--- src/rtl/spi_host_pkg.sv ---
// Package: shared constants for the SPI master controller.
// Assumes byte offsets on a 5-bit address and a 16-bit serial word.
package spi_host_pkg;
    localparam int unsigned ADDR_W = 5;
    localparam int unsigned DATA_W = 32;
    localparam int unsigned WORD_W = 16;
    localparam int unsigned DIV_W  = 16;
    localparam int unsigned CTL_W  = 14;

    localparam logic [ADDR_W-1:0] OFS_DIV  = 5'h00;
    localparam logic [ADDR_W-1:0] OFS_TXD  = 5'h04;
    localparam logic [ADDR_W-1:0] OFS_RXD  = 5'h08;
    localparam logic [ADDR_W-1:0] OFS_CTL  = 5'h0C;
    localparam logic [ADDR_W-1:0] OFS_IEN  = 5'h10;
    localparam logic [ADDR_W-1:0] OFS_MODE = 5'h18;

    localparam int unsigned CB_MSBF = 4;
    localparam int unsigned CB_CPHA = 5;
    localparam int unsigned CB_CPOL = 6;
    localparam int unsigned CB_SRST = 7;
    localparam int unsigned CB_MSTR = 8;
    localparam int unsigned CB_EN   = 9;
    localparam int unsigned CB_LOOP = 10;
    localparam int unsigned CB_TXFE = 11;
    localparam int unsigned CB_RXFE = 12;
    localparam int unsigned IEN_BIT = 2;

    typedef struct packed {
        logic [3:0] width_m1;
        logic       msb_first;
        logic       cpha;
        logic       cpol;
        logic       loopback;
    } frame_cfg_t;
endpackage

--- src/rtl/spi_host_fifo.sv ---
// Module: synchronous word FIFO with flush and a one-entry limit mode.
// Assumes: push to a full FIFO and pop from an empty one are ignored;
// "full" is judged on the occupancy before the clock edge.
module spi_host_fifo #(
    parameter int unsigned WIDTH = 16,
    parameter int unsigned DEPTH = 8
) (
    input  logic             clk,
    input  logic             rst_n,
    input  logic             clr,
    input  logic             single,
    input  logic             push,
    input  logic [WIDTH-1:0] wdata,
    input  logic             pop,
    output logic [WIDTH-1:0] rdata,
    output logic             empty,
    output logic             full
);
    localparam int unsigned PTR_W = (DEPTH > 1) ? $clog2(DEPTH) : 1;
    localparam int unsigned CNT_W = $clog2(DEPTH + 1);
    localparam logic [PTR_W-1:0] PTR_LAST = PTR_W'(DEPTH - 1);

    logic [WIDTH-1:0] mem [DEPTH];
    logic [PTR_W-1:0] wr_ptr, rd_ptr;
    logic [CNT_W-1:0] count;
    logic             push_ok, pop_ok;

    assign empty   = (count == '0);
    assign full    = single ? (count != '0) : (count == CNT_W'(DEPTH));
    assign push_ok = push && !full;
    assign pop_ok  = pop && !empty;
    assign rdata   = mem[rd_ptr];

    // Storage write on an accepted push.
    always_ff @(posedge clk) begin
        if (push_ok && !clr) mem[wr_ptr] <= wdata;
    end

    // Pointer and occupancy bookkeeping.
    always_ff @(posedge clk) begin
        if (!rst_n || clr) begin
            wr_ptr <= '0;
            rd_ptr <= '0;
            count  <= '0;
        end else begin
            if (push_ok) wr_ptr <= (wr_ptr == PTR_LAST) ? '0 : wr_ptr + 1'b1;
            if (pop_ok)  rd_ptr <= (rd_ptr == PTR_LAST) ? '0 : rd_ptr + 1'b1;
            if (push_ok && !pop_ok)      count <= count + 1'b1;
            else if (pop_ok && !push_ok) count <= count - 1'b1;
        end
    end

    a_r8_fifo_bound: assert property (@(posedge clk) disable iff (!rst_n)
        count <= CNT_W'(DEPTH));
    a_r8_push_grows: assert property (@(posedge clk) disable iff (!rst_n)
        (push_ok && !pop_ok && !clr) |=> (count == $past(count) + 1'b1));
endmodule

--- src/rtl/spi_host_baud.sv ---
// Module: half-period timer for the serial clock.
// Assumes: divisor 0 stands for 2**DIV_W; the counter restarts whenever
// run is low, so the first tick comes a full half period after start.
module spi_host_baud #(
    parameter int unsigned DIV_W = 16
) (
    input  logic             clk,
    input  logic             rst_n,
    input  logic             run,
    input  logic [DIV_W-1:0] divisor,
    output logic             tick
);
    logic [DIV_W-1:0] cnt;
    logic [DIV_W-1:0] lim_m1;
    logic             last;

    assign lim_m1 = (divisor == '0) ? {DIV_W{1'b1}} : divisor - 1'b1;
    assign last   = (cnt >= lim_m1);
    assign tick   = run && last;

    // Count system clocks within one half period.
    always_ff @(posedge clk) begin
        if (!rst_n || !run) cnt <= '0;
        else if (last)      cnt <= '0;
        else                cnt <= cnt + 1'b1;
    end

    a_r3_count_bound: assert property (@(posedge clk) disable iff (!rst_n)
        (run && $stable(divisor)) |-> (cnt <= lim_m1));
endmodule

--- src/rtl/spi_host_shift.sv ---
// Module: frame engine; loads a word, toggles the clock on each tick,
// shifts data out and assembles the received word.
// Assumes the configuration is held steady while a frame runs.
module spi_host_shift
    import spi_host_pkg::*;
#(
    parameter int unsigned W_MAX = WORD_W
) (
    input  logic             clk,
    input  logic             rst_n,
    input  logic             clr,
    input  logic             go,
    input  frame_cfg_t       cfg,
    input  logic             tx_avail,
    input  logic [W_MAX-1:0] tx_word,
    input  logic             tick,
    input  logic             miso,
    output logic             tx_pop,
    output logic             busy,
    output logic             sclk,
    output logic             mosi,
    output logic             rx_push,
    output logic [W_MAX-1:0] rx_word
);
    localparam int unsigned IDX_W = $clog2(W_MAX);
    localparam int unsigned WID_W = IDX_W + 1;
    localparam int unsigned EDG_W = IDX_W + 1;

    logic [W_MAX-1:0] word_q, rx_sr;
    logic [IDX_W-1:0] bidx;
    logic [EDG_W-1:0] ecnt;
    logic             phase;
    logic [WID_W-1:0] width;
    logic [WID_W-1:0] oidx_w;
    logic [IDX_W-1:0] oidx;
    logic             last_edge, lead_edge, din;

    assign width     = (cfg.width_m1 == '0) ? WID_W'(2) : WID_W'(cfg.width_m1) + 1'b1;
    assign oidx_w    = cfg.msb_first ? (width - 1'b1 - WID_W'(bidx)) : WID_W'(bidx);
    assign oidx      = oidx_w[IDX_W-1:0];
    assign last_edge = ({1'b0, ecnt} == ({width, 1'b0} - 1'b1));
    assign lead_edge = !ecnt[0];
    assign mosi      = busy && word_q[oidx];
    assign din       = cfg.loopback ? mosi : miso;
    assign sclk      = cfg.cpol ^ phase;
    assign tx_pop    = !busy && go && tx_avail && !clr;
    assign rx_push   = busy && go && !clr && tick && last_edge;

    // Merge the trailing-edge sample taken in the final cycle.
    always_comb begin
        rx_word = rx_sr;
        if (cfg.cpha) rx_word[oidx] = din;
    end

    // Frame sequencing: load, edge stepping, sampling and completion.
    always_ff @(posedge clk) begin
        if (!rst_n || clr || !go) begin
            busy  <= 1'b0;
            phase <= 1'b0;
            ecnt  <= '0;
            bidx  <= '0;
            word_q <= '0;
            rx_sr <= '0;
        end else if (tx_pop) begin
            busy   <= 1'b1;
            word_q <= tx_word;
            rx_sr  <= '0;
            bidx   <= '0;
            ecnt   <= '0;
            phase  <= 1'b0;
        end else if (busy && tick) begin
            ecnt  <= ecnt + 1'b1;
            phase <= ~phase;
            if (lead_edge) begin
                if (!cfg.cpha)       rx_sr[oidx] <= din;
                else if (ecnt != '0) bidx <= bidx + 1'b1;
            end else begin
                if (cfg.cpha)        rx_sr[oidx] <= din;
                else if (!last_edge) bidx <= bidx + 1'b1;
            end
            if (last_edge) begin
                busy  <= 1'b0;
                phase <= 1'b0;
            end
        end
    end

    a_r4_idle_level: assert property (@(posedge clk) disable iff (!rst_n)
        !busy |-> (sclk == cfg.cpol));
    a_r9_push_ends_frame: assert property (@(posedge clk) disable iff (!rst_n)
        rx_push |=> !busy);
endmodule

--- src/rtl/spi_host_ctrl.sv ---
// Module: top of the SPI master controller; register decode, FIFOs,
// timer and frame engine. Assumes single-cycle read and write strobes.
module spi_host_ctrl
    import spi_host_pkg::*;
#(
    parameter int unsigned FIFO_DEPTH = 8
) (
    input  logic              clk,
    input  logic              rst_n,
    input  logic [ADDR_W-1:0] bus_addr,
    input  logic              bus_wr,
    input  logic              bus_rd,
    input  logic [DATA_W-1:0] bus_wdata,
    output logic [DATA_W-1:0] bus_rdata,
    output logic              sclk_o,
    output logic              sclk_oe,
    output logic              mosi_o,
    output logic              mosi_oe,
    input  logic              miso_i,
    output logic              irq_o
);
    localparam int unsigned RX_PAD = DATA_W - WORD_W - 2;

    logic [DIV_W-1:0]  div_q;
    logic [CTL_W-1:0]  ctl_q;
    logic              ien_q, ovf_q;
    logic              srst, master, go;
    logic              tx_push, tx_pop, tx_empty, tx_full;
    logic              rx_pop, rx_push, rx_empty, rx_full;
    logic [WORD_W-1:0] tx_head, rx_head, rx_word;
    logic              tick, busy, sclk_i, mosi_i;
    frame_cfg_t        cfg;
    logic              unused_wdata_hi;

    assign unused_wdata_hi = ^bus_wdata[DATA_W-1:WORD_W];
    assign srst    = ctl_q[CB_SRST];
    assign master  = ctl_q[CB_MSTR];
    assign go      = master && ctl_q[CB_EN];
    assign cfg     = '{width_m1: ctl_q[3:0], msb_first: ctl_q[CB_MSBF],
                       cpha: ctl_q[CB_CPHA], cpol: ctl_q[CB_CPOL],
                       loopback: ctl_q[CB_LOOP]};
    assign tx_push = bus_wr && (bus_addr == OFS_TXD) && !srst;
    assign rx_pop  = bus_rd && (bus_addr == OFS_RXD) && !srst;
    assign sclk_oe = master;
    assign mosi_oe = master;
    assign sclk_o  = master && sclk_i;
    assign mosi_o  = master && mosi_i;
    assign irq_o   = ien_q && tx_empty && !busy;

    // Configuration registers written from the bus.
    always_ff @(posedge clk) begin
        if (!rst_n) begin
            div_q <= '0;
            ctl_q <= '0;
            ien_q <= 1'b0;
        end else if (bus_wr) begin
            case (bus_addr)
                OFS_DIV: div_q <= bus_wdata[DIV_W-1:0];
                OFS_CTL: ctl_q <= bus_wdata[CTL_W-1:0];
                OFS_IEN: ien_q <= bus_wdata[IEN_BIT];
                default: ;
            endcase
        end
    end

    // Sticky receive-overflow flag, cleared by a receive read.
    always_ff @(posedge clk) begin
        if (!rst_n || srst)         ovf_q <= 1'b0;
        else if (rx_push && rx_full) ovf_q <= 1'b1;
        else if (rx_pop)             ovf_q <= 1'b0;
    end

    // Read data multiplexer.
    always_comb begin
        bus_rdata = '0;
        case (bus_addr)
            OFS_DIV: bus_rdata = DATA_W'(div_q);
            OFS_RXD: bus_rdata = {{RX_PAD{1'b0}}, !rx_empty, ovf_q,
                                  rx_empty ? {WORD_W{1'b0}} : rx_head};
            OFS_CTL: bus_rdata = DATA_W'(ctl_q);
            OFS_IEN: bus_rdata = DATA_W'({ien_q, {IEN_BIT{1'b0}}});
            default: bus_rdata = '0;
        endcase
    end

    spi_host_fifo #(.WIDTH(WORD_W), .DEPTH(FIFO_DEPTH)) u_txq (
        .clk(clk), .rst_n(rst_n), .clr(srst), .single(!ctl_q[CB_TXFE]),
        .push(tx_push), .wdata(bus_wdata[WORD_W-1:0]), .pop(tx_pop),
        .rdata(tx_head), .empty(tx_empty), .full(tx_full));

    spi_host_fifo #(.WIDTH(WORD_W), .DEPTH(FIFO_DEPTH)) u_rxq (
        .clk(clk), .rst_n(rst_n), .clr(srst), .single(!ctl_q[CB_RXFE]),
        .push(rx_push), .wdata(rx_word), .pop(rx_pop),
        .rdata(rx_head), .empty(rx_empty), .full(rx_full));

    spi_host_baud #(.DIV_W(DIV_W)) u_baud (
        .clk(clk), .rst_n(rst_n), .run(busy), .divisor(div_q), .tick(tick));

    spi_host_shift #(.W_MAX(WORD_W)) u_shift (
        .clk(clk), .rst_n(rst_n), .clr(srst), .go(go), .cfg(cfg),
        .tx_avail(!tx_empty), .tx_word(tx_head), .tick(tick), .miso(miso_i),
        .tx_pop(tx_pop), .busy(busy), .sclk(sclk_i), .mosi(mosi_i),
        .rx_push(rx_push), .rx_word(rx_word));

    a_r7_halt_stops: assert property (@(posedge clk) disable iff (!rst_n)
        !go |=> !busy);
    a_r11_srst_clears: assert property (@(posedge clk) disable iff (!rst_n)
        srst |=> (tx_empty && rx_empty && !busy));
    a_r9_ovf_sticky: assert property (@(posedge clk) disable iff (!rst_n)
        (ovf_q && !rx_pop && !srst) |=> ovf_q);
    a_r8_full_drop: assert property (@(posedge clk) disable iff (!rst_n)
        (tx_full && tx_push && !tx_pop && !srst) |=> !tx_empty);
endmodule

--- config.mk ---
export PLATFORM = sky130hd
export DESIGN_NAME = spi_host_ctrl
export DESIGN_NICKNAME = d
export VERILOG_FILES = /design/src/rtl/spi_host_pkg.sv /design/src/rtl/spi_host_fifo.sv /design/src/rtl/spi_host_baud.sv /design/src/rtl/spi_host_shift.sv /design/src/rtl/spi_host_ctrl.sv
export SDC_FILE = /design/constraint.sdc
export NUM_CORES = 1
export LEC_CHECK = 0
export BUFFER_PORTS_ARGS = -buffer_cell sky130_fd_sc_hd__buf_2
export CAP_MARGIN = 15
export CORE_MARGIN = 2
export CORE_UTILIZATION = 40
export CTS_CLUSTER_DIAMETER = 80
export DETAILED_ROUTE_END_ITERATION = 8
export GPL_ROUTABILITY_DRIVEN = 0
export GPL_TIMING_DRIVEN = 0
export HOLD_SLACK_MARGIN = 0.15
export PLACE_DENSITY = 0.55
export SLEW_MARGIN = 20
export SYNTH_ARGS = -nofsm -noshare
export SYNTH_HDL_FRONTEND = slang
export SYNTH_SLANG_ARGS = --single-unit
--- constraint.sdc ---
create_clock -name clk -period 15.9 [get_ports clk]
set_input_delay 1.59 -clock clk [delete_from_list [all_inputs] [get_ports clk]]
set_output_delay 1.59 -clock clk [all_outputs]
set_load 0.02 [all_outputs]
==> results of run 1 <==
-- registers in the layout, summed over array words and instances (netlist names), named ones only --
register,cells
u_shift.phase,1
ovf_q,1
u_rxq.mem,128
u_rxq.wr_ptr,3
u_txq.mem,128
u_rxq.rd_ptr,3
u_rxq.count,4
u_txq.count,4
u_shift.ecnt,5
u_shift.word_q,16
u_shift.rx_sr,16
u_txq.wr_ptr,3
ien_q,1
u_txq.rd_ptr,3
ctl_q,14
u_baud.cnt,16
u_shift.bidx,4
div_q,16
u_shift.busy,1
-- stage by stage --
stage | area [µm²] | setup WS (ns) | power (mW)
after floorplan | 16480 | 10.60 | 1.066
after global placement | 17380 | 8.078 | 1.082
after detailed placement | 17690 | 10.31 | 1.083
after CTS | 18950 | 10.08 | 1.989
after global routing | 18950 | 9.819 | 2.028
final | 18950 | 10.12 | 1.969
-- worst max-delay path, delay by kind of cell, from the launching register on --
family	cells	cell delay, ns
compound gates	1	0.58
fa+ha+maj	3	0.81
buf+inv	4	0.48
flops	1	0.33
mux	3	0.68
simple gates	3	0.74
-- cell usage after synthesis, drive strengths merged (4+ instances only) --
library cell and instances:
nand2b 10, mux2i 51, edfxtp 256, nor3b 7, and2 13, ha 41, clkbuf 43, nand2 118
nor2b 7, dfxtp 114, xor2 19, and4 4, nor3 17, a21boi 30, nor2 65, o21ai 46
or4 6, a31oi 32, nor4 9, nand3 20, mux4 64, o31ai 4, a22oi 14, nor4b 5
or3 8, and3 9, nand4 10, buf 35, a21oi 52, inv 28, a311oi 16, xnor2 20
-- cells by family (layout without fill, tap and decap cells) --
group | count (synthesis) | in the layout | synth area share
AND/OR/NAND/NOR | 315 | 315 | 0.09323
other | 1 | 14 | 0.0002283
buffers and inverters | 106 | 251 | 0.03062
multiplexers | 118 | 118 | 0.1219
XOR/XNOR | 40 | 40 | 0.02331
adder cells (fa/ha/maj) | 44 | 44 | 0.03488
AO/OA/AOI/OAI | 216 | 216 | 0.08896
flip-flops | 370 | 370 | 0.6069
-- power by group --
part | switching, mW | leakage (nW) | internal (mW) | total, mW
Sequential | 0.00126 | 2.95 | 1.02 | 1.02
Clock | 0.366 | 0.620 | 0.542 | 0.907
Combinational | 0.0252 | 2.46 | 0.0125 | 0.0377
-- metal layers --
layer / GRT usage / vias to the layer above / wire [µm]
met1: 0.2826 / 5182 / 19190
met3: 0.02841 / 53 / 1860
met4: 0.06735 / 0 / 985
met5: 0 / - / 0
met2: 0.3083 / 227 / 18890
li1: - / 4855 / -
-- layout make-up --
cell class	instances	area, µm²
Fill cell	3602	21700
Clock inverter	15	172.7
Multi-Input combinational cell	747	6086
Sequential cell	370	9970
Tap cell	532	665.6
Inverter	28	105.1
Clock buffer	52	1082
Timing Repair Buffer	78	467.9
Buffer	78	397.9
-- final timing paths --
| check | cells past startpoint | slack [ns] | endpoint |
|---|---|---|---|
| setup / recovery | 14 | 10.12 | mosi_o |
| hold / removal | 2 | 0.45 | u_shift.word_q[12]$_SDFFE_PP0P_ |
| setup reg to reg | 21 | 10.37 | u_rxq.count[3]$_SDFFE_PP0P_ |
| hold reg to reg | 2 | 0.45 | u_shift.word_q[12]$_SDFFE_PP0P_ |
==> summary.md, run 1 <==
| Metric | Value |
|---|---|
| CP Max Fanout | `9` |
| Number of cell rows | `74` |
| Power density of the placed cells | `between 100 and 150 nW/µm²` |
| Startpoint of the most critical register-to-register path | `div_q[3]$_SDFFE_PN0P_` |
| Total of flip-flops plus latches after synthesis | `between 300 and 400` |
| Max-slew violation count | `0` |
| Mean instance size in the synthesized netlist | `between 10 and 15 µm²` |
| Period utilization | `0.3633` |
| Post-Route Utilization | `0.4661` |
| Synth area leaders | `edfxtp_1, dfxtp_1, mux4_2, ha_1, mux2i_1` |
| Fraction of layout cells with a size suffix above 1 | `0.2010` |
| Unrepaired setup endpoints after global routing | `no` |
| CP arrival | `roughly 4.2 ns` |
| Cells along the critical path | `buf_4 > inv_1 > ha_1 > nor3b_1 > nor2_1 > ha_1 > inv_1 > fa_1 > a21oi_2 > mux2i_1 > mux2i_1 > mux2i_1 > and4_1 > buf_2` |
| CP required | `between 10 and 15 ns` |
| Maximum number of pins on one net before global-route repair | `17` |
| Final routed DRC violation total | `0` |
| Latest clock arrival within the worst-skew pair | `between 0.5 and 0.6 ns` |
| Wire length of the first global-routing pass | `about 62 mm` |
| Post-Synthesis Cell Area | `between 15,000 and 20,000 µm²` |
| H-Tree Depth | `2` |
| Total global routing track utilization | `0.1971` |
| Total count of hold-check failures in the final report | `0` |
| TritonCTS Buffers | `40` |
| Core Footprint | `around 41,000 µm²` |
| Tightest Hold Check Type | `reg2reg` |
| Rel. slew slack | `0.3189` |
| Initial core utilization | `0.4041` |
| Setup Crit Path Kind | `reg2out` |
| HPWL after DPL | `between 20 and 30 mm` |
| Achievable frequency | `between 150 and 200 MHz` |
| Setup TNS after final layout | `0 ns` |
| Net count reported at finish | `roughly 1,400` |
| Most common cell type on the critical path | `mux2i_1` |
| Worst clock skew | `approximately 0.017 ns` |
| Placed Cells incl. Taps | `roughly 1,800` |
| Synth Flop Type | `edfxtp_1` |
| Leakage power figure | `just over 6 nW` |
| Cell at the slowest stage of the critical path | `a21oi_2` |
| Syn. warnings | `0` |
| Antenna violations before repair | `0` |
| Worst hold slack after final layout | `between 0.4 and 0.5 ns` |
| Hold_buf cts | `0` |
| Async set-reset flop share out of synthesis | `0` |
| Remaining number of nets flagged by the antenna check after routing | `0` |
| Post-synthesis cell count | `around 1,200` |
| Area fraction of the dominant cell type after synthesis | `0.4680` |
| Finish-stage setup viols | `0` |
| Element type at the critical path end | `output pin` |
| Post-Layout Cell Count | `~1,900` |
| Post-cts resize count | `0` |
| Number of detailed-routing iterations run before antenna repair | `5` |
| Most frequent cells in the layout | `edfxtp_1, nand2_1, dfxtp_1` |
| Max-cap violation count | `0` |
| Yosys top cell by area | `edfxtp_1` |
| Vertical extent of the die | `roughly 210 µm` |
| Total detailed-routing wirelength | `40.92 mm` |
| Post-synth EDFFs | `256` |
| Antenna Cells | `0` |
| Vias per cell | `between 5 and 6` |
| Clock tree from TritonCTS | `done` |
| IO Pins | `slightly below 80` |
| Number of global-route vias before repair | `about 10,000` |
| Number of post-CTS setup repair buffers | `0` |
| Drt wl/cell | `21.54 µm` |
| Worst voltage drop across the vdd grid | `approximately 0.000063 V` |
| Clock transition time at the flip-flop clock pins of the worst setup and hold paths | `roughly 0.06 ns` |
| Number of I/O port buffers | `47` |
| Area of the die | `about 43,000 µm²` |
| Chip Width | `just over 200 µm` |
| Crit path launch | `ctl_q[0]$_SDFFE_PN0P_` |
| Startpoint of the worst hold path | `u_shift.word_q[12]$_SDFFE_PP0P_` |
| Global-route congestion overflow total | `0` |
| Total vias in the final route | `approximately 10,000` |
| Most common cell after layout, fill and taps aside | `edfxtp_1` |
| Layout overhead on the synthesized area | `15.34%` |
| Sequential share of the synthesized area | `0.6069` |
| Outcome | `finished, final reports clean` |
| Buffers from clock root to sink, at most | `3` |
| Library cells used by synthesis | `72` |
| Startpoint type of the worst setup path | `flip-flop` |
| CTS Root Cell | `clkbuf_16` |
| Slew at the pin closest to its max-slew limit | `roughly 1 ns` |
| Clock sinks | `370` |
| Drt first-iter violations | `approximately 810` |
| CP peak stage delay | `between 0.5 and 0.6 ns` |
| Minimum clock period after layout | `just under 6 ns` |
Note: power is estimated with default switching activity, not from simulation.
==> run 2, diff against run 1 <==
Settings changed: PLACE_DENSITY 0.55 to 0.57.
Clock period 15.9 ns to 4.63 ns, I/O delays scaled along.
==> run 2 against run 1 <==
Flip-flop and latch count is the same. Clock skew grew 0.0043 ns. Clock power rose to 3.5 times the previous value. Global-route usage decreased by 0.21 points. Sequential share of layout area is 0.94 points lower. Die area is the same. Register-to-register slack worse by 10 ns. Worst setup slack got worse by 10 ns. Largest power group unchanged.
==> summary.md, run 2 (same netlist as run 1, synthesis figures left out) <==
| Metric | Value |
|---|---|
| Total count of hold-check failures in the final report | `0 (unchanged)` |
| Wire length on met2 | `19.06 mm (+0.92%)` |
| CP Max Fanout | `7 (-2)` |
| Clock tree from TritonCTS | `done` |
| Number of detailed-routing iterations run before antenna repair | `5 (unchanged)` |
| Combinational fraction of design power | `0.020 (about the same)` |
| Bufs and invs on worst path | `3 (-1)` |
| Vias per cell | `5.433 (about the same)` |
| Setup Crit Path Kind | `reg2reg` |
| Endpoint of the worst register-to-register path | `u_rxq.count[3]$_SDFFE_PP0P_` |
| End point of the most critical hold path | `ovf_q$_SDFFE_PP0P_` |
| Most frequent cells in the layout | `edfxtp_1, nand2_1, dfxtp_1` |
| Power density of the placed cells | `352.3 nW/µm² (+240%)` |
| Core Footprint | `40,650 µm² (unchanged)` |
| Share of power burned in registers | `0.517 (-0.003)` |
| Final routed DRC violation total | `0 (unchanged)` |
| Layout overhead on the synthesized area | `17.49%` |
| Drt first-iter violations | `822 (+1.4%)` |
| CP peak stage delay | `0.56 ns (-0.02 ns)` |
| Total vias in the final route | `10,390 (+0.74%)` |
| Internal Pwr Total | `5.410 mW (+240%)` |
| IO Pins | `79 (unchanged)` |
| Remaining number of nets flagged by the antenna check after routing | `0 (unchanged)` |
| Startpoint of the worst hold path | `bus_rd` |
| Cell at the slowest stage of the critical path | `or4_4` |
| Startpoint type of the worst setup path | `flip-flop` |
| Most common cell after layout, fill and taps aside | `edfxtp_1` |
| Setup TNS after final layout | `0 ns (unchanged)` |
| Multi-input logic area | `6330 µm² (+4.0%)` |
| Fill cell count | `3,527 (-2.1%)` |
| Hold depth | `4 (+2)` |
| R2R cell count | `23 (+9.5%)` |
| Leakage power figure | `6.120 nW (+1.4%)` |
| H-Tree Depth | `2 (unchanged)` |
| Antenna violations before repair | `1 (+1)` |
| Number of I/O port buffers | `47 (unchanged)` |
| Number of cell rows | `74 (unchanged)` |
| Cells along the critical path | `or4_4 > nand2b_4 > or2_4 > nor4_4 > xor2_1 > nor2_1 > ha_1 > nand2_1 > o21ai_2 > a211oi_2 > a211oi_2 > buf_4 > o21a_4 > nand3_4 > inv_2 > ha_2 > inv_2 > ha_1 > a21o_1 > a21oi_2 > xnor2_1 > or3_1 > a21oi_1` |
| HPWL after DPL | `28.95 mm (-2.4%)` |
| Kind of cell adding the most delay to the critical path | `simple AND/OR/NAND/NOR gates` |
| Clock sinks | `370 (unchanged)` |
| Global-route congestion overflow total | `0 (unchanged)` |
| Worst clock skew | `0.02134 ns (+0.004304 ns)` |
| Initial core utilization | `0.4041 (unchanged)` |
| Max-slew violation count | `0 (unchanged)` |
| CP required | `5.11 ns (-9.20 ns)` |
| Proportion of total power due to net switching | `0.2044 (+0.005252)` |
| Vertical extent of the die | `206.7 µm (unchanged)` |
| Worst voltage drop across the vdd grid | `0.0002230 V (+260%)` |
| Achievable frequency | `roughly 220 MHz` |
| Maximum number of pins on one net before global-route repair | `17 (unchanged)` |
| Detailed-route wire length on metal 1 | `18.88 mm (-1.6%)` |
| Net count reported at finish | `1,435 (+0.42%)` |
| Period utilization | `0.9708` |
| Startpoint of the most critical register-to-register path | `div_q[3]$_SDFFE_PN0P_` |
| Fraction of layout cells with a size suffix above 1 | `0.2295 (+0.02852)` |
| CP arrival | `4.97 ns (+0.78 ns)` |
| Minimum clock period after layout | `between 4 and 5 ns` |
| Number of global-route vias before repair | `10,440 (+2.2%)` |
| Routed wire length on met3 | `1.806 mm (-2.9%)` |
| Total power consumption of the routed design | `6.799 mW (+250%)` |
| Registers with the most flip-flops | `u_rxq.mem (128), u_txq.mem (128)` |
| Latest clock arrival within the worst-skew pair | `0.55 ns (about the same)` |
| Buffers from clock root to sink, at most | `3 (unchanged)` |
| Total detailed-routing wirelength | `40.80 mm (-0.31%)` |
| Max-cap violation count | `0 (unchanged)` |
| Reg-to-reg slack, setup | `0.14 ns (-10.23 ns)` |
| Outcome | `finished, final reports clean` |
| Relative contribution of the clock network to total power | `0.463 (+0.002)` |
| Crit path launch | `div_q[3]$_SDFFE_PN0P_` |
| Chip Width | `206.7 µm (unchanged)` |
| Slew at the pin closest to its max-slew limit | `0.9972 ns (-0.02448 ns)` |
| Drt wl/cell | `21.33 µm (-0.98%)` |
| CTS Root Cell | `clkbuf_16` |
| Finish-stage setup viols | `0 (unchanged)` |
| Power dissipated by switching net loads | `1.390 mW (+250%)` |
| Antenna Cells | `0 (unchanged)` |
| Total global routing track utilization | `0.1950 (-0.002087)` |
| Hold_buf cts | `0 (unchanged)` |
| Clock transition time at the flip-flop clock pins of the worst setup and hold paths | `0.06 ns (about the same)` |
| Unrepaired setup endpoints after global routing | `yes` |
| FF/Latch Area | `9975 µm² (about the same)` |
| Top routing layer used | `met4` |
| TritonCTS Buffers | `40 (unchanged)` |
| Tightest Hold Check Type | `in2reg` |
| Wire length of the first global-routing pass | `62.16 mm (about the same)` |
| Rel. slew slack | `0.3352 (+0.01632)` |
| Area of the die | `42,700 µm² (unchanged)` |
| Element type at the critical path end | `flip-flop` |
## run 2: changes by cell type in the layout (fill, tap and decap cells not counted), sizes merged
cell,before,now
clkinv,10,12
inv,28,31
bufinv,4,3
buf,113,119
clkbuf,95,97
clkinvlp,1,2
## run 2: power by group through the flow
stage	clock, mW	combinational [mW]	sequential (mW)
CTS	3.21	0.133	3.52
global placement	0	0.126	3.59
detailed placement	0	0.130	3.59
global route	3.33	0.148	3.52
finish	3.15	0.135	3.52
floorplan	0	0.0723	3.59
## run 2: worst max path at each step
stage                     cells past startpoint  slack (ns)                     endpoint
after global routing                         23       -0.22  u_rxq.count[3]$_SDFFE_PP0P_
after CTS                                    23        0.02  u_rxq.count[3]$_SDFFE_PP0P_
final                                        23        0.14  u_rxq.count[3]$_SDFFE_PP0P_
after global placement                       13       -2.93   u_rxq.mem[0][15]$_DFFE_PP_
after floorplan                              14       -0.49    u_rxq.mem[0][0]$_DFFE_PP_
after detailed placement                     16       -0.96   u_rxq.mem[3][14]$_DFFE_PP_
## run 2: worst min-delay path: cells and delay by family
kind                   cells  cell delay, ns
AND/OR/NAND/NOR            2            0.12
buffers and inverters      1            0.09
AO/OA/AOI/OAI              1            0.05
## run 2: per-layer routing
layer,up-vias,global-route usage
li1,4869,-
met2,230,0.3073
met1,5232,0.2769
met4,0,0.06173
met3,62,0.03187
met5,-,0
## run 2: cell type report
| cell class | instances | area share |
|---|---|---|
| timing repair buffer | 84 | 0.02775 |
| clock buffer | 54 | 0.05724 |
| sequential | 370 | 0.5168 |
| inverter | 28 | 0.005446 |
| multi-input combinational | 747 | 0.3280 |
| clock inverter | 20 | 0.009660 |
| buffer | 78 | 0.02062 |
| tap | 532 | 0.03449 |
## run 2: timing repair
| action | CTS | global route |
|---|---|---|
| hold endpoints to repair | 0 | 0 |
| pin swaps | 5 | 5 |
| resized for setup | 28 | 20 |
| setup buffers | 9 | 2 |
| setup endpoints to repair | 183 | 175 |
| gates cloned | 0 | 0 |
## run 2: stage by stage
stage                     instances  cell area (µm²)    util  hold WS (ns)  worst slack (ns)
after floorplan                1223            16480       -        0.4244           -0.4921
after global placement         1802            17380  0.4277        0.4361            -2.930
after detailed placement       1829            17690  0.4353        0.4415           -0.9618
after CTS                      1912            19190  0.4722        0.2235           0.01573
after global routing           1913            19300  0.4748        0.2497           -0.2205
final                          1913            19300  0.4748        0.2390            0.1353
==> run 3, diff against run 2 <==
Settings changed: PLACE_DENSITY 0.57 to not set.
==> run 3 against run 2 <==
Via count rose by 0.61%. Non-clock buffer count decreased by 2. Worst hold slack better by 0.010 ns. Critical path type unchanged.
==> summary.md, run 3 (same netlist as run 1, synthesis figures left out) <==
| Metric | Value |
|---|---|
| Antenna violations before repair | `0 (-1)` |
| CTS Root Cell | `clkbuf_16` |
| Setup Crit Path Kind | `reg2reg` |
| TritonCTS Buffers | `40 (unchanged)` |
| Number of cell rows | `74 (unchanged)` |
| Buffers from clock root to sink, at most | `3 (unchanged)` |
| Max-slew violation count | `0 (unchanged)` |
| Clock sinks | `370 (unchanged)` |
| Fraction of layout cells with a size suffix above 1 | `0.2280 (-0.001512)` |
| Post-route cell area | `19,290 µm² (about the same)` |
| Tightest Hold Check Type | `in2reg` |
| Achievable frequency | `219.3 MHz (-1.4%)` |
| Total count of hold-check failures in the final report | `0 (unchanged)` |
| Startpoint type of the worst setup path | `flip-flop` |
| Maximum number of pins on one net before global-route repair | `17 (unchanged)` |
| Wire length of the first global-routing pass | `61.68 mm (-0.78%)` |
| Drt first-iter violations | `893 (+8.6%)` |
| CP peak stage delay | `0.56 ns (about the same)` |
| Cell area reported after detailed placement | `17,670 µm² (-0.12%)` |
| Worst clock skew | `0.01663 ns (-0.004714 ns)` |
| Rel. slew slack | `0.2912 (-0.04400)` |
| Initial core utilization | `0.4041 (unchanged)` |
| Chip Width | `206.7 µm (unchanged)` |
| Outcome | `finished, final reports clean` |
| Total vias in the final route | `10,460 (+0.61%)` |
| Finish-stage setup viols | `0 (unchanged)` |
| Element type at the critical path end | `flip-flop` |
| Leakage power figure | `6.114 nW (about the same)` |
| CP arrival | `5.03 ns (+0.06 ns)` |
| Final worst setup slack | `0.06982 ns (-0.06544 ns)` |
| Kind of cell adding the most delay to the critical path | `simple AND/OR/NAND/NOR gates` |
| Slew at the pin closest to its max-slew limit | `1.048 ns (+0.05122 ns)` |
| Total global routing track utilization | `0.1915 (-0.003532)` |
| Setup TNS after final layout | `0 ns (unchanged)` |
| Unrepaired setup endpoints after global routing | `yes` |
| Global-route congestion overflow total | `0 (unchanged)` |
| HPWL after DPL | `28.70 mm (-0.86%)` |
| Net count reported at finish | `1,433 (-0.14%)` |
| IO Pins | `79 (unchanged)` |
| Layout overhead on the synthesized area | `17.43% (about the same)` |
| Cell at the slowest stage of the critical path | `or4_4` |
| Registers with the most flip-flops | `u_rxq.mem (128), u_txq.mem (128)` |
| Vertical extent of the die | `206.7 µm (unchanged)` |
| Max-cap violation count | `0 (unchanged)` |
| H-Tree Depth | `2 (unchanged)` |
| Post-Layout Cell Count | `1,911 (-0.10%)` |
| Core Footprint | `40,650 µm² (unchanged)` |
| Number of I/O port buffers | `47 (unchanged)` |
| Fill cell count | `3,564 (+1.0%)` |
| CP required | `5.10 ns (about the same)` |
| Most common cell after layout, fill and taps aside | `edfxtp_1` |
| Final routed DRC violation total | `0 (unchanged)` |
| Placed Cells incl. Taps | `1,830 (+0.055%)` |
| Worst voltage drop across the vdd grid | `0.0001629 V (-27%)` |
| Period utilization | `0.9849 (+0.01413)` |
| Latest clock arrival within the worst-skew pair | `0.54 ns (about the same)` |
| Post-placement worst setup slack | `-0.9158 ns (+0.04594 ns)` |
| Number of global-route vias before repair | `10,410 (-0.34%)` |
| Most frequent cells in the layout | `edfxtp_1, nand2_1, dfxtp_1` |
| Area of the die | `42,700 µm² (unchanged)` |
| Clock tree from TritonCTS | `done` |
| Vias per cell | `5.471 (+0.71%)` |
| Total detailed-routing wirelength | `39.96 mm (-2.0%)` |
| Remaining number of nets flagged by the antenna check after routing | `0 (unchanged)` |
| Minimum clock period after layout | `4.560 ns (+0.06544 ns)` |
| Most common cell type on the critical path | `ha_1` |
| Number of detailed-routing iterations run before antenna repair | `5 (unchanged)` |
| Bufs and invs on worst path | `2 (-1)` |
| CP Max Fanout | `7 (unchanged)` |
| Cells along the critical path | `or4_4 > nand2b_4 > or2_4 > nor4_4 > xor2_1 > nor2_1 > ha_1 > nand2_1 > o21ai_2 > a211oi_2 > a211oi_4 > o21a_2 > nand3_4 > inv_4 > ha_2 > inv_1 > ha_1 > a21o_1 > a21oi_2 > xnor2_1 > or3_1 > a21oi_1` |
| Power density of the placed cells | `355.6 nW/µm² (+0.94%)` |
| Drt wl/cell | `20.91 µm (-1.9%)` |
| Worst hold slack after final layout | `0.2491 ns (+0.01009 ns)` |
| Clock transition time at the flip-flop clock pins of the worst setup and hold paths | `0.06 ns (about the same)` |
==> run 3: path summary, 6_finish.rpt <==
check                   startpoint                          end  slack, ns  cells after the start
max          div_q[3]$_SDFFE_PN0P_  u_rxq.count[3]$_SDFFE_PP0P_       0.07                     22
min                  bus_wdata[15]   u_txq.mem[6][15]$_DFFE_PP_       0.25                      1
max reg2reg  div_q[3]$_SDFFE_PN0P_  u_rxq.count[3]$_SDFFE_PP0P_       0.07                     22
min reg2reg     ovf_q$_SDFFE_PP0P_           ovf_q$_SDFFE_PP0P_       0.45                      2
==> run 3: report_power, final <==
group	internal [mW]	switching, mW
Sequential	3.51	0.00465
Combinational	0.0466	0.0883
Clock	1.92	1.29
Total	5.48	1.38
==> run 3: layout make-up <==
type | count | area, µm² | area share
clock buffers | 50 | 1070 | 0.05545
diodes | 2 | 5.005 | 0.0002594
plain buffers | 78 | 397.9 | 0.02063
flip-flops and latches | 370 | 9977 | 0.5172
multi-input cells | 747 | 6321 | 0.3277
clock inverters | 22 | 240.2 | 0.01245
inverters | 28 | 107.6 | 0.005578
well taps | 532 | 665.6 | 0.03451
repair buffers | 82 | 506.7 | 0.02627
==> run 3: per-layer routing <==
metal | part of all wire | track usage
met1 | 0.46 | 0.2752
met2 | 0.46 | 0.2974
met3 | 0.063 | 0.03297
met4 | 0.025 | 0.05918
met5 | 0 | 0
==> run 3: metrics by stage <==
| stage | power, mW | util |
|---|---|---|
| after floorplan | 3.660 | - |
| after global placement | 3.714 | 0.4277 |
| after detailed placement | 3.716 | 0.4348 |
| after CTS | 6.907 | 0.4709 |
| after global routing | 7.053 | 0.4745 |
| final | 6.860 | 0.4746 |
==> run 3: what timing repair did <==
item	in CTS	in global routing
hold endpoints to repair	0	0
resized for setup	21	32
pin swaps	5	6
endpoints found under the setup margin	148	204
setup buffers	7	0
hold buffers	0	0
